==> config.mk <==
export PLATFORM = sky130hd
export DESIGN_NAME = pd_clk_seq
export DESIGN_NICKNAME = d
export VERILOG_FILES = /design/src/rtl/pd_seq_pkg.sv /design/src/rtl/pd_gap_tracker.sv /design/src/rtl/pd_low_timer.sv /design/src/rtl/pd_ctrl_fsm.sv /design/src/rtl/pd_clk_seq.sv
export SDC_FILE = /design/constraint.sdc
export NUM_CORES = 1
export LEC_CHECK = 0
export BUFFER_PORTS_ARGS = -buffer_cell sky130_fd_sc_hd__buf_4
export CAP_MARGIN = 30
export CELL_PAD_IN_SITES_DETAIL_PLACEMENT = 1
export CELL_PAD_IN_SITES_GLOBAL_PLACEMENT = 1
export CORE_MARGIN = 3
export CORE_UTILIZATION = 30
export DETAILED_ROUTE_END_ITERATION = 12
export MAX_ROUTING_LAYER = met4
export PLACE_DENSITY = 0.6
export SYNTH_ARGS = -nofsm -noshare
export SYNTH_HDL_FRONTEND = slang
export SYNTH_SLANG_ARGS = --single-unit
==> constraint.sdc <==
create_clock -name clk -period 2.3 [get_ports clk]
set_input_delay 0.115 -clock clk [delete_from_list [all_inputs] [get_ports clk]]
set_output_delay 0.115 -clock clk [all_outputs]
set_load 0.02 [all_outputs]
==> src/rtl/pd_seq_pkg.sv <==
package pd_seq_pkg;

  typedef enum logic [1:0] {
    CMD_NOP = 2'b00,
    CMD_PRE = 2'b01,
    CMD_LMR = 2'b10
  } cmd_e;

  typedef enum logic [2:0] {
    ST_IDLE,
    ST_WAIT_ENTRY,
    ST_PD,
    ST_PD_SETTLE,
    ST_FREQ_CHANGE,
    ST_EXIT
  } st_e;

  // Cycles that must separate a command cycle from the first CKE-low cycle.
  function automatic int unsigned entry_gap(cmd_e k, int unsigned pre_pd,
                                            int unsigned mrd);
    case (k)
      CMD_PRE: return pre_pd;
      CMD_LMR: return mrd;
      default: return 0;
    endcase
  endfunction

  // True when the cycle after the current one is far enough from the command.
  function automatic logic gap_met(int unsigned since, int unsigned need);
    return (since + 1) >= need;
  endfunction

  function automatic int unsigned max3(int unsigned a, int unsigned b,
                                       int unsigned c);
    int unsigned m;
    m = (a > b) ? a : b;
    return (m > c) ? m : c;
  endfunction

endpackage

==> src/rtl/pd_gap_tracker.sv <==
module pd_gap_tracker
  import pd_seq_pkg::*;
#(
  parameter int T_RP     = 3,
  parameter int T_MRD    = 2,
  parameter int T_PRE_PD = 1,
  parameter int GW       = 3
) (
  input  logic clk,
  input  logic rst_n,
  input  cmd_e issued,
  output logic entry_ok,
  output logic lm_ok
);

  localparam logic [GW-1:0] SAT = '1;

  cmd_e          kind_q;
  logic [GW-1:0] since_q;

  always_ff @(posedge clk) begin
    if (!rst_n) begin
      kind_q  <= CMD_NOP;
      since_q <= SAT;
    end else if (issued != CMD_NOP) begin
      kind_q  <= issued;
      since_q <= '0;
    end else if (since_q != SAT) begin
      since_q <= since_q + 1'b1;
    end
  end

  assign entry_ok = gap_met(32'(since_q),
                            entry_gap(kind_q, T_PRE_PD, T_MRD));
  assign lm_ok    = (kind_q != CMD_PRE) || gap_met(32'(since_q), T_RP);


  lm_gap_chk: assert property (@(posedge clk) disable iff (!rst_n)
    (issued == CMD_LMR) |-> lm_ok);

endmodule

==> src/rtl/pd_low_timer.sv <==
module pd_low_timer #(
  parameter int T_SETTLE = 2,
  parameter int T_CKE    = 6,
  parameter int LW       = 4
) (
  input  logic          clk,
  input  logic          rst_n,
  input  logic          cke_q,
  input  logic          cke_fall,
  output logic          settle_ok,
  output logic          lowmin_ok,
  output logic [LW-1:0] low_cycles
);

  localparam logic [LW-1:0] SAT = '1;

  logic [LW-1:0] cnt_q;

  always_ff @(posedge clk) begin
    if (!rst_n) begin
      cnt_q <= '0;
    end else if (cke_fall) begin
      cnt_q <= LW'(1);
    end else if (!cke_q) begin
      if (cnt_q != SAT) cnt_q <= cnt_q + 1'b1;
    end else begin
      cnt_q <= '0;
    end
  end

  assign low_cycles = cnt_q;
  assign settle_ok  = int'(cnt_q) >= T_SETTLE;
  assign lowmin_ok  = int'(cnt_q) >= T_CKE;


  fall_from_high_chk: assert property (@(posedge clk) disable iff (!rst_n)
    cke_fall |-> cke_q);

endmodule

==> src/rtl/pd_ctrl_fsm.sv <==
module pd_ctrl_fsm
  import pd_seq_pkg::*;
#(
  parameter int NBANK = 4
) (
  input  logic             clk,
  input  logic             rst_n,
  input  logic             pd_req,
  input  logic             exit_req,
  input  logic             fchg_req,
  input  logic             fchg_done,
  input  logic             pre_req,
  input  logic             pre_all,
  input  logic             mrs_req,
  input  logic [1:0]       mrs_sel,
  input  logic             odt_req,
  input  logic [NBANK-1:0] bank_open,
  input  logic             entry_ok,
  input  logic             lm_ok,
  input  logic             settle_ok,
  input  logic             lowmin_ok,
  output cmd_e             cmd_d,
  output logic             cke_fall,
  output st_e              state,
  output cmd_e             cmd_q,
  output logic             all_q,
  output logic [1:0]       sel_q,
  output logic             cke_q,
  output logic             odt_q,
  output logic             go_q,
  output logic             err_q
);

  st_e  st_q, st_d;
  logic cke_d, odt_d, go_d, err_d;

  always_comb begin
    st_d     = st_q;
    cmd_d    = CMD_NOP;
    cke_d    = cke_q;
    odt_d    = 1'b0;
    go_d     = go_q;
    err_d    = fchg_req && (st_q != ST_PD);
    cke_fall = 1'b0;
    case (st_q)
      ST_IDLE: begin
        odt_d = odt_req;
        if (pre_req)               cmd_d = CMD_PRE;
        else if (mrs_req && lm_ok) cmd_d = CMD_LMR;
        if (pd_req) begin
          st_d  = ST_WAIT_ENTRY;
          odt_d = 1'b0;
        end
      end
      ST_WAIT_ENTRY: begin
        if (exit_req) begin
          st_d = ST_IDLE;
        end else if ((bank_open == '0) && entry_ok) begin
          st_d     = ST_PD;
          cke_d    = 1'b0;
          cke_fall = 1'b1;
        end
      end
      ST_PD: begin
        if (fchg_req)      st_d = ST_PD_SETTLE;
        else if (exit_req) st_d = ST_EXIT;
      end
      ST_PD_SETTLE: begin
        if (settle_ok) begin
          go_d = 1'b1;
          st_d = ST_FREQ_CHANGE;
        end
      end
      ST_FREQ_CHANGE: begin
        if (fchg_done) begin
          go_d = 1'b0;
          st_d = ST_EXIT;
        end
      end
      ST_EXIT: begin
        if (lowmin_ok) begin
          cke_d = 1'b1;
          st_d  = ST_IDLE;
        end
      end
      default: st_d = ST_IDLE;
    endcase
  end

  always_ff @(posedge clk) begin
    if (!rst_n) begin
      st_q  <= ST_IDLE;
      cmd_q <= CMD_NOP;
      all_q <= 1'b0;
      sel_q <= 2'b00;
      cke_q <= 1'b1;
      odt_q <= 1'b0;
      go_q  <= 1'b0;
      err_q <= 1'b0;
    end else begin
      st_q  <= st_d;
      cmd_q <= cmd_d;
      all_q <= (cmd_d == CMD_PRE) && pre_all;
      sel_q <= (cmd_d == CMD_LMR) ? mrs_sel : 2'b00;
      cke_q <= cke_d;
      odt_q <= odt_d;
      go_q  <= go_d;
      err_q <= err_d;
    end
  end

  assign state = st_q;


  low_nop_chk: assert property (@(posedge clk) disable iff (!rst_n)
    !cke_q |-> (cmd_q == CMD_NOP));


  low_odt_off_chk: assert property (@(posedge clk) disable iff (!rst_n)
    !cke_q |-> !odt_q);


  err_cause_chk: assert property (@(posedge clk) disable iff (!rst_n)
    err_q |-> $past(fchg_req));


  go_hold_chk: assert property (@(posedge clk) disable iff (!rst_n)
    (go_q && !fchg_done) |=> go_q);


  go_keeps_low_chk: assert property (@(posedge clk) disable iff (!rst_n)
    go_q |=> !cke_q);

endmodule

==> src/rtl/pd_clk_seq.sv <==
module pd_clk_seq
  import pd_seq_pkg::*;
#(
  parameter int NBANK    = 4,
  parameter int T_RP     = 3,
  parameter int T_MRD    = 2,
  parameter int T_PRE_PD = 1,
  parameter int T_SETTLE = 2,
  parameter int T_CKE    = 6
) (
  input  logic             clk,
  input  logic             rst_n,
  input  logic             pd_req,
  input  logic             exit_req,
  input  logic             fchg_req,
  input  logic             fchg_done,
  input  logic             pre_req,
  input  logic             pre_all,
  input  logic             mrs_req,
  input  logic [1:0]       mrs_sel,
  input  logic             odt_req,
  input  logic [NBANK-1:0] bank_open,
  output logic [1:0]       cmd,
  output logic             cmd_all,
  output logic [1:0]       cmd_sel,
  output logic             cke,
  output logic             odt,
  output logic             fchg_go,
  output logic             fchg_err
);

  localparam int MAXG = int'(max3(T_RP, T_MRD, T_PRE_PD));
  localparam int GW   = $clog2(MAXG + 2);
  localparam int LW   = $clog2(T_CKE + T_SETTLE + 2);

  cmd_e          cmd_d, cmd_q;
  st_e           state;
  logic          entry_ok, lm_ok, settle_ok, lowmin_ok, cke_fall;
  logic          cke_q, odt_q, go_q, err_q, all_q;
  logic [1:0]    sel_q;
  logic [LW-1:0] low_cycles;

  pd_gap_tracker #(
    .T_RP(T_RP), .T_MRD(T_MRD), .T_PRE_PD(T_PRE_PD), .GW(GW)
  ) u_gap (
    .clk(clk), .rst_n(rst_n), .issued(cmd_d),
    .entry_ok(entry_ok), .lm_ok(lm_ok)
  );

  pd_low_timer #(
    .T_SETTLE(T_SETTLE), .T_CKE(T_CKE), .LW(LW)
  ) u_low (
    .clk(clk), .rst_n(rst_n), .cke_q(cke_q), .cke_fall(cke_fall),
    .settle_ok(settle_ok), .lowmin_ok(lowmin_ok), .low_cycles(low_cycles)
  );

  pd_ctrl_fsm #(.NBANK(NBANK)) u_fsm (
    .clk(clk), .rst_n(rst_n),
    .pd_req(pd_req), .exit_req(exit_req), .fchg_req(fchg_req),
    .fchg_done(fchg_done), .pre_req(pre_req), .pre_all(pre_all),
    .mrs_req(mrs_req), .mrs_sel(mrs_sel), .odt_req(odt_req),
    .bank_open(bank_open), .entry_ok(entry_ok), .lm_ok(lm_ok),
    .settle_ok(settle_ok), .lowmin_ok(lowmin_ok),
    .cmd_d(cmd_d), .cke_fall(cke_fall), .state(state),
    .cmd_q(cmd_q), .all_q(all_q), .sel_q(sel_q), .cke_q(cke_q),
    .odt_q(odt_q), .go_q(go_q), .err_q(err_q)
  );

  assign cmd      = cmd_q;
  assign cmd_all  = all_q;
  assign cmd_sel  = sel_q;
  assign cke      = cke_q;
  assign odt      = odt_q;
  assign fchg_go  = go_q;
  assign fchg_err = err_q;


  go_settled_chk: assert property (@(posedge clk) disable iff (!rst_n)
    go_q |-> (!cke_q && (int'(low_cycles) > T_SETTLE)));


  rise_after_min_chk: assert property (@(posedge clk) disable iff (!rst_n)
    $rose(cke_q) |-> $past(lowmin_ok));


  fall_gated_chk: assert property (@(posedge clk) disable iff (!rst_n)
    $fell(cke_q) |-> $past((bank_open == '0) && entry_ok));


  err_outside_pd_chk: assert property (@(posedge clk) disable iff (!rst_n)
    err_q |-> ($past(state) != ST_PD));

endmodule

==> flow_metrics.tcl, run 1 <==
set metrics [dict create \
    cts-buffers-inserted 3 \
    drive_gt1_share_pct 23.2 \
    ys.warnings.count 0 \
    rows 21 \
    power_w 0.00130 \
    cts_sinks 21 \
    p_per_area_mw_per_mm2 948 \
    clockBufferDepth 2 \
    vias 947 \
    min-delay-start "fchg_req" \
    drc_errors 0 \
    slew_headroom_pct 70.4 \
    wl_per_cell_um 12.4 \
    status "completed" \
    utilization_pct 40.0 \
    final_cell_area_mm2 0.00137 \
    post-cts-setup-buffers 0 \
    ir_drop_v 0.000365 \
    syn_to_final_growth_pct 26.5 \
    post_dp_cell_area_mm2 0.00129 \
    maxCapViolCount 0 \
    hold_end "u_fsm.err_q" \
    reg2reg_slack_ns 0.24 \
    endpoint_kind "flip-flop" \
    path_clk_slew_ns 0.12 \
    leakagePower_nw 0.600 \
    final_cell_mix "buf_4, dfxtp_1, nand2_1, nor2_1, a21oi_1" \
    n_antenna_cell 0 \
    rsz0062_at_grt "false" \
    r2r_cells 8 \
    cp-start-kind "flip-flop" \
    tightest_slew_ns 0.444 \
    final_common_cell "buf_4" \
    hold_path.class "in -> reg" \
    worstReg2RegEnd "u_low.low_cycles[1]" \
    syn_inst 122 \
    dpl.hpwl_um 1940 \
    n_fill_cell 422 \
    cts-resized-gates 0 \
    cp.required_ns 2.54 \
    ant_nets 0 \
    drt_first_iter_violations 24 \
    floorplan.initialDensity_pct 31.6 \
    dieArea_mm2 0.00436 \
    track_usage_pct 12.9 \
    wirelength_um 2440 \
    cts.root.buffer_cell "clkbuf_4" \
    path_class "reg -> reg" \
    via_per_inst 4.81 \
    critPathMaxFanout 5 \
    synth_cell_type_count 40 \
    antenna_found_initial 0 \
    finalHoldViolations 0 \
    hold_ws_ns 0.0539 \
    dr.pass1.iters 2 \
    die_x_um 66.0 \
    finalCritPeriodShare_pct 89.7 \
    fin_nets 175 \
    grt_pass1_wl_um 4170 \
    ioPinCount 25 \
    synthesis.area_mm2 0.00108 \
    fin_crit_ns 2.06 \
    crit_arrival_ns 2.30 \
    synth-seq-cells 21 \
    io_buffers 24 \
    synth-seq-area-share_pct 38.9 \
    core_area_mm2 0.00342 \
    drv_slew 0 \
    die_y_um 66.0 \
    seq_area_um2 420 \
    gp_congestion 0.726 \
    cts_tree "yes" \
    fin_setup_tns_ns 0 \
    skew_ns 0.00984 \
    hold_depth 2 \
    clock.fmax_mhz 485 \
    multiInputGateArea_um2 603 \
    postSynthAreaPerCell_um2 8.86 \
    finalSetupViolCount 0 \
    syn-num-nets 145 \
    r2r-start "u_gap.since_q[0]" \
    grt_max_degree 13 \
    grt_pass1_vias 993 \
    ctsHtreeMaxLevel 1 \
    worstSkewPairLatency_ns 0.31 \
    overflow 0 \
    cts_hold_buf 5 \
]
## kinds of logic after synthesis
group           count (synthesis)  share of synthesized area [%]
compound gates                 29                           19.2
xor+xnor                        2                           1.62
fa+ha+maj                       7                           8.10
buf+inv                        12                           5.32
flops                          21                           38.9
mux                             2                           1.85
simple gates                   49                           25.0
## Yosys cell counts, drive strengths merged
| cell | count | area share [%] |
|---|---|---|
| o21a | 1 | 0.69 |
| xor2 | 1 | 0.81 |
| buf | 3 | 2.2 |
| a21o | 1 | 0.69 |
| o311ai | 1 | 0.81 |
| nor3 | 4 | 3.4 |
| nor4b | 1 | 0.81 |
| or3 | 1 | 1.0 |
| dfxtp | 21 | 39 |
| o41a | 1 | 1.0 |
| nand3 | 4 | 1.9 |
| or4 | 1 | 0.69 |
| ha | 7 | 8.1 |
| xnor2 | 1 | 0.81 |
| nor2b | 2 | 1.2 |
| nand2 | 12 | 4.2 |
| nand3b | 1 | 0.69 |
| o211a | 1 | 0.93 |
| and3 | 2 | 1.2 |
| clkbuf | 1 | 0.35 |
| o21ba | 1 | 0.93 |
| a31o | 2 | 1.6 |
| inv | 8 | 2.8 |
| and2 | 3 | 1.7 |
| nor3b | 2 | 1.4 |
| nor2 | 12 | 4.2 |
| nand4b | 1 | 0.81 |
| and3b | 1 | 0.81 |
| o221a | 1 | 1.0 |
| a31oi | 1 | 0.58 |
| a21oi | 10 | 4.6 |
| nand2b | 2 | 1.2 |
| a211oi | 3 | 3.5 |
| mux2i | 2 | 1.9 |
| o21ai | 6 | 2.8 |
## per-layer routing
layer  part of all wire, %  wire length (µm)  global-route usage [%]  up-vias
met2                    52              1260                    22.8       13
li1                      -                 -                       -      483
met3                   3.1                75                    4.08        4
met1                    44              1070                    13.6      447
met5                     0                 0                       -        -
met4                   1.5                37                    4.57        0
## metrics by stage
| stage | setup WS, ns | instances |
|---|---|---|
| 2_1_floorplan | 0.396 | 122 |
| 3_3_place_gp | 0.321 | 188 |
| 3_5_place_dp | 0.225 | 188 |
| 4_1_cts | 0.193 | 197 |
| 5_1_grt | 0.0705 | 197 |
| 6_report | 0.238 | 197 |
## worst max path at each step
stage / startpoint / slack (ns) / cells past startpoint / endpoint
after global routing: u_gap.since_q[0] / 0.07 / 8 / u_low.low_cycles[1]
final: u_gap.since_q[0] / 0.24 / 8 / u_low.low_cycles[1]
after floorplan: u_gap.since_q[0] / 0.40 / 8 / u_low.low_cycles[2]
after CTS: u_gap.since_q[0] / 0.19 / 8 / u_low.low_cycles[1]
after detailed placement: u_gap.since_q[0] / 0.22 / 8 / u_low.low_cycles[1]
after global placement: u_gap.since_q[0] / 0.32 / 7 / u_low.low_cycles[1]
## flip-flops by register name (all words and copies together) (netlist names)
| register | count |
|---|---|
| u_fsm.err_q | 1 |
| u_fsm.cke_q | 1 |
| u_low.low_cycles | 4 |
| u_fsm.state | 3 |
| u_gap.since_q | 3 |
| u_fsm.cmd_q | 2 |
| u_fsm.sel_q | 2 |
| u_fsm.odt_q | 1 |
| u_fsm.all_q | 1 |
| u_fsm.go_q | 1 |
| u_gap.kind_q | 2 |
## critical path, cell delays in order (launching register included)
cell      delay (ns)
dfxtp_1         0.44
inv_1           0.07
ha_1            0.29
inv_1           0.05
ha_1            0.30
a211oi_2        0.23
nor3_1          0.10
or3_4           0.36
a211oi_2        0.16
## layout make-up
class	count	area share (%)
multi-input cells	89	44.1
inverters	8	2.20
clock buffers	4	1.92
repair buffers	29	16.8
flip-flops and latches	21	30.7
well taps	46	4.21
## report_power, final
part	switching, W	internal (W)
Clock	0.000114	0.0000677
Sequential	0.000108	0.000440
Combinational	0.000287	0.000281
Total	0.000509	0.000788
Power figures use the tool's default switching activity.
==> run 2, diff against run 1 <==
Settings changed: CELL_PAD_IN_SITES_DETAIL_PLACEMENT 1 to default, CELL_PAD_IN_SITES_GLOBAL_PLACEMENT 1 to default, PLACE_DENSITY 0.6 to 0.48.
==> flow_metrics.tcl, run 2 (synthesis gave the netlist of run 1 again) <==
set metrics [dict create \
    status "completed" \
    largest_reg_flops 4 \
    drt_first_iter_violations 55 \
    wl_per_cell_um 11.3 \
    critPathMaxFanout 5 \
    drc_errors 0 \
    leakagePower_nw 0.587 \
    die_x_um 66.0 \
    cp-start-kind "flip-flop" \
    fin_crit_ns 2.05 \
    p_per_area_mw_per_mm2 955 \
    cp_slowest_cell "dfxtp_1" \
    path_class "reg -> reg" \
    syn_to_final_growth_pct 23.7 \
    ctsHtreeMaxLevel 1 \
    grt_pass1_wl_um 3920 \
    dieArea_mm2 0.00436 \
    n_antenna_cell 0 \
    via_per_inst 4.91 \
    fin_nets 172 \
    gp_congestion 0.728 \
    power_w 0.00128 \
    core_area_mm2 0.00342 \
    finalSetupViolCount 0 \
    cts-buffers-inserted 3 \
    worstSkewPairLatency_ns 0.30 \
    clockBufferDepth 2 \
    drv_slew 0 \
    crit_path_max_incr_delay_ns 0.44 \
    ant_nets 0 \
    cts-resized-gates 0 \
    cts_sinks 21 \
    dr.pass1.iters 4 \
    slew_headroom_pct 70.8 \
    vias 953 \
    finalHoldViolations 0 \
    overflow 0 \
    endpoint_kind "flip-flop" \
    final_common_cell "buf_4" \
    cts_tree "yes" \
    cts.root.buffer_cell "clkbuf_4" \
    worst-path-buf-inv 2 \
    final_cell_mix "buf_4, dfxtp_1, nand2_1, nor2_1, a21oi_1" \
    io_buffers 24 \
    maxCapViolCount 0 \
    crit_arrival_ns 2.29 \
    rsz0062_at_grt "false" \
    cp_top_family "simple AND/OR/NAND/NOR gates" \
    ir_drop_v 0.000538 \
    drive_gt1_share_pct 23.6 \
    grt_max_degree 13 \
    cp_cell_sequence "inv_1 -> ha_1 -> inv_1 -> ha_1 -> a211oi_2 -> nor3_1 -> or3_4 -> nor3_2" \
    hold_ws_ns 0.0147 \
    grt_pass1_vias 946 \
    floorplan.initialDensity_pct 31.6 \
    clock.fmax_mhz 488 \
    cp.required_ns 2.54 \
    tightest_slew_ns 0.438 \
    path_clk_slew_ns 0.12 \
    antenna_found_initial 0 \
    hold_path.class "in -> reg" \
    finalCritPeriodShare_pct 89.2 \
    dpl.hpwl_um 1720 \
    wirelength_um 2200 \
    skew_ns 0.00807 \
    fin_setup_tns_ns 0 \
    rows 21 \
    track_usage_pct 11.9 \
    die_y_um 66.0 \
    ioPinCount 25 \
]
-- run 2: changes by cell type in the layout (fill, tap and decap cells not counted), sizes merged --
cell	delta
dlygate4sd3	-3
-- run 2: final cells by class --
class	instances	area [µm²]
clock buffers	4	26.3
inverters	8	30.0
repair buffers	26	200
fillers	359	2080
well taps	46	57.6
flip-flops and latches	21	420
multi-input cells	89	603
-- run 2: metrics by stage --
step	worst slack [ns]	cells	utilization, %	area [µm²]
3_3_place_gp	0.324	188	37.8	1290
3_5_place_dp	0.270	188	37.8	1290
5_1_grt	0.0887	194	39.2	1340
2_1_floorplan	0.396	122	-	1080
4_1_cts	0.244	193	38.9	1330
6_report	0.249	194	39.2	1340
-- run 2: worst paths after layout --
path / start / to / slack [ns] / cells past startpoint
min: pre_req / u_fsm.cmd_q[1] / 0.01 / 2
max reg2reg: u_gap.since_q[0] / u_low.low_cycles[2] / 0.25 / 8
max: u_gap.since_q[0] / u_low.low_cycles[2] / 0.25 / 8
min reg2reg: u_gap.kind_q[0] / u_gap.kind_q[0] / 0.48 / 2
-- run 2: repair_timing --
item | CTS | global route
endpoints found under the hold margin | 1 | 1
hold buffers | 1 | 1
buffers inserted | 0 | 0
-- run 2: report_power, final --
group / switching [W] / internal, W / leakage, nW / total [W]
registers: 0.000104 / 0.000440 / 0.172 / 0.000543
clock network: 0.000109 / 0.0000676 / 0.0150 / 0.000176
logic: 0.000282 / 0.000276 / 0.400 / 0.000557
total: 0.000494 / 0.000783 / 0.587 / 0.00128
-- run 2: metal layers --
metal / up-vias / wire length, µm / share of wire, % / track usage, %
li1: 481 / - / - / -
met1: 453 / 968 / 44 / 12.1
met2: 17 / 1120 / 51 / 21.7
met3: 2 / 88 / 4.0 / 3.74
met4: 0 / 16 / 0.73 / 3.81
met5: - / 0 / 0 / -
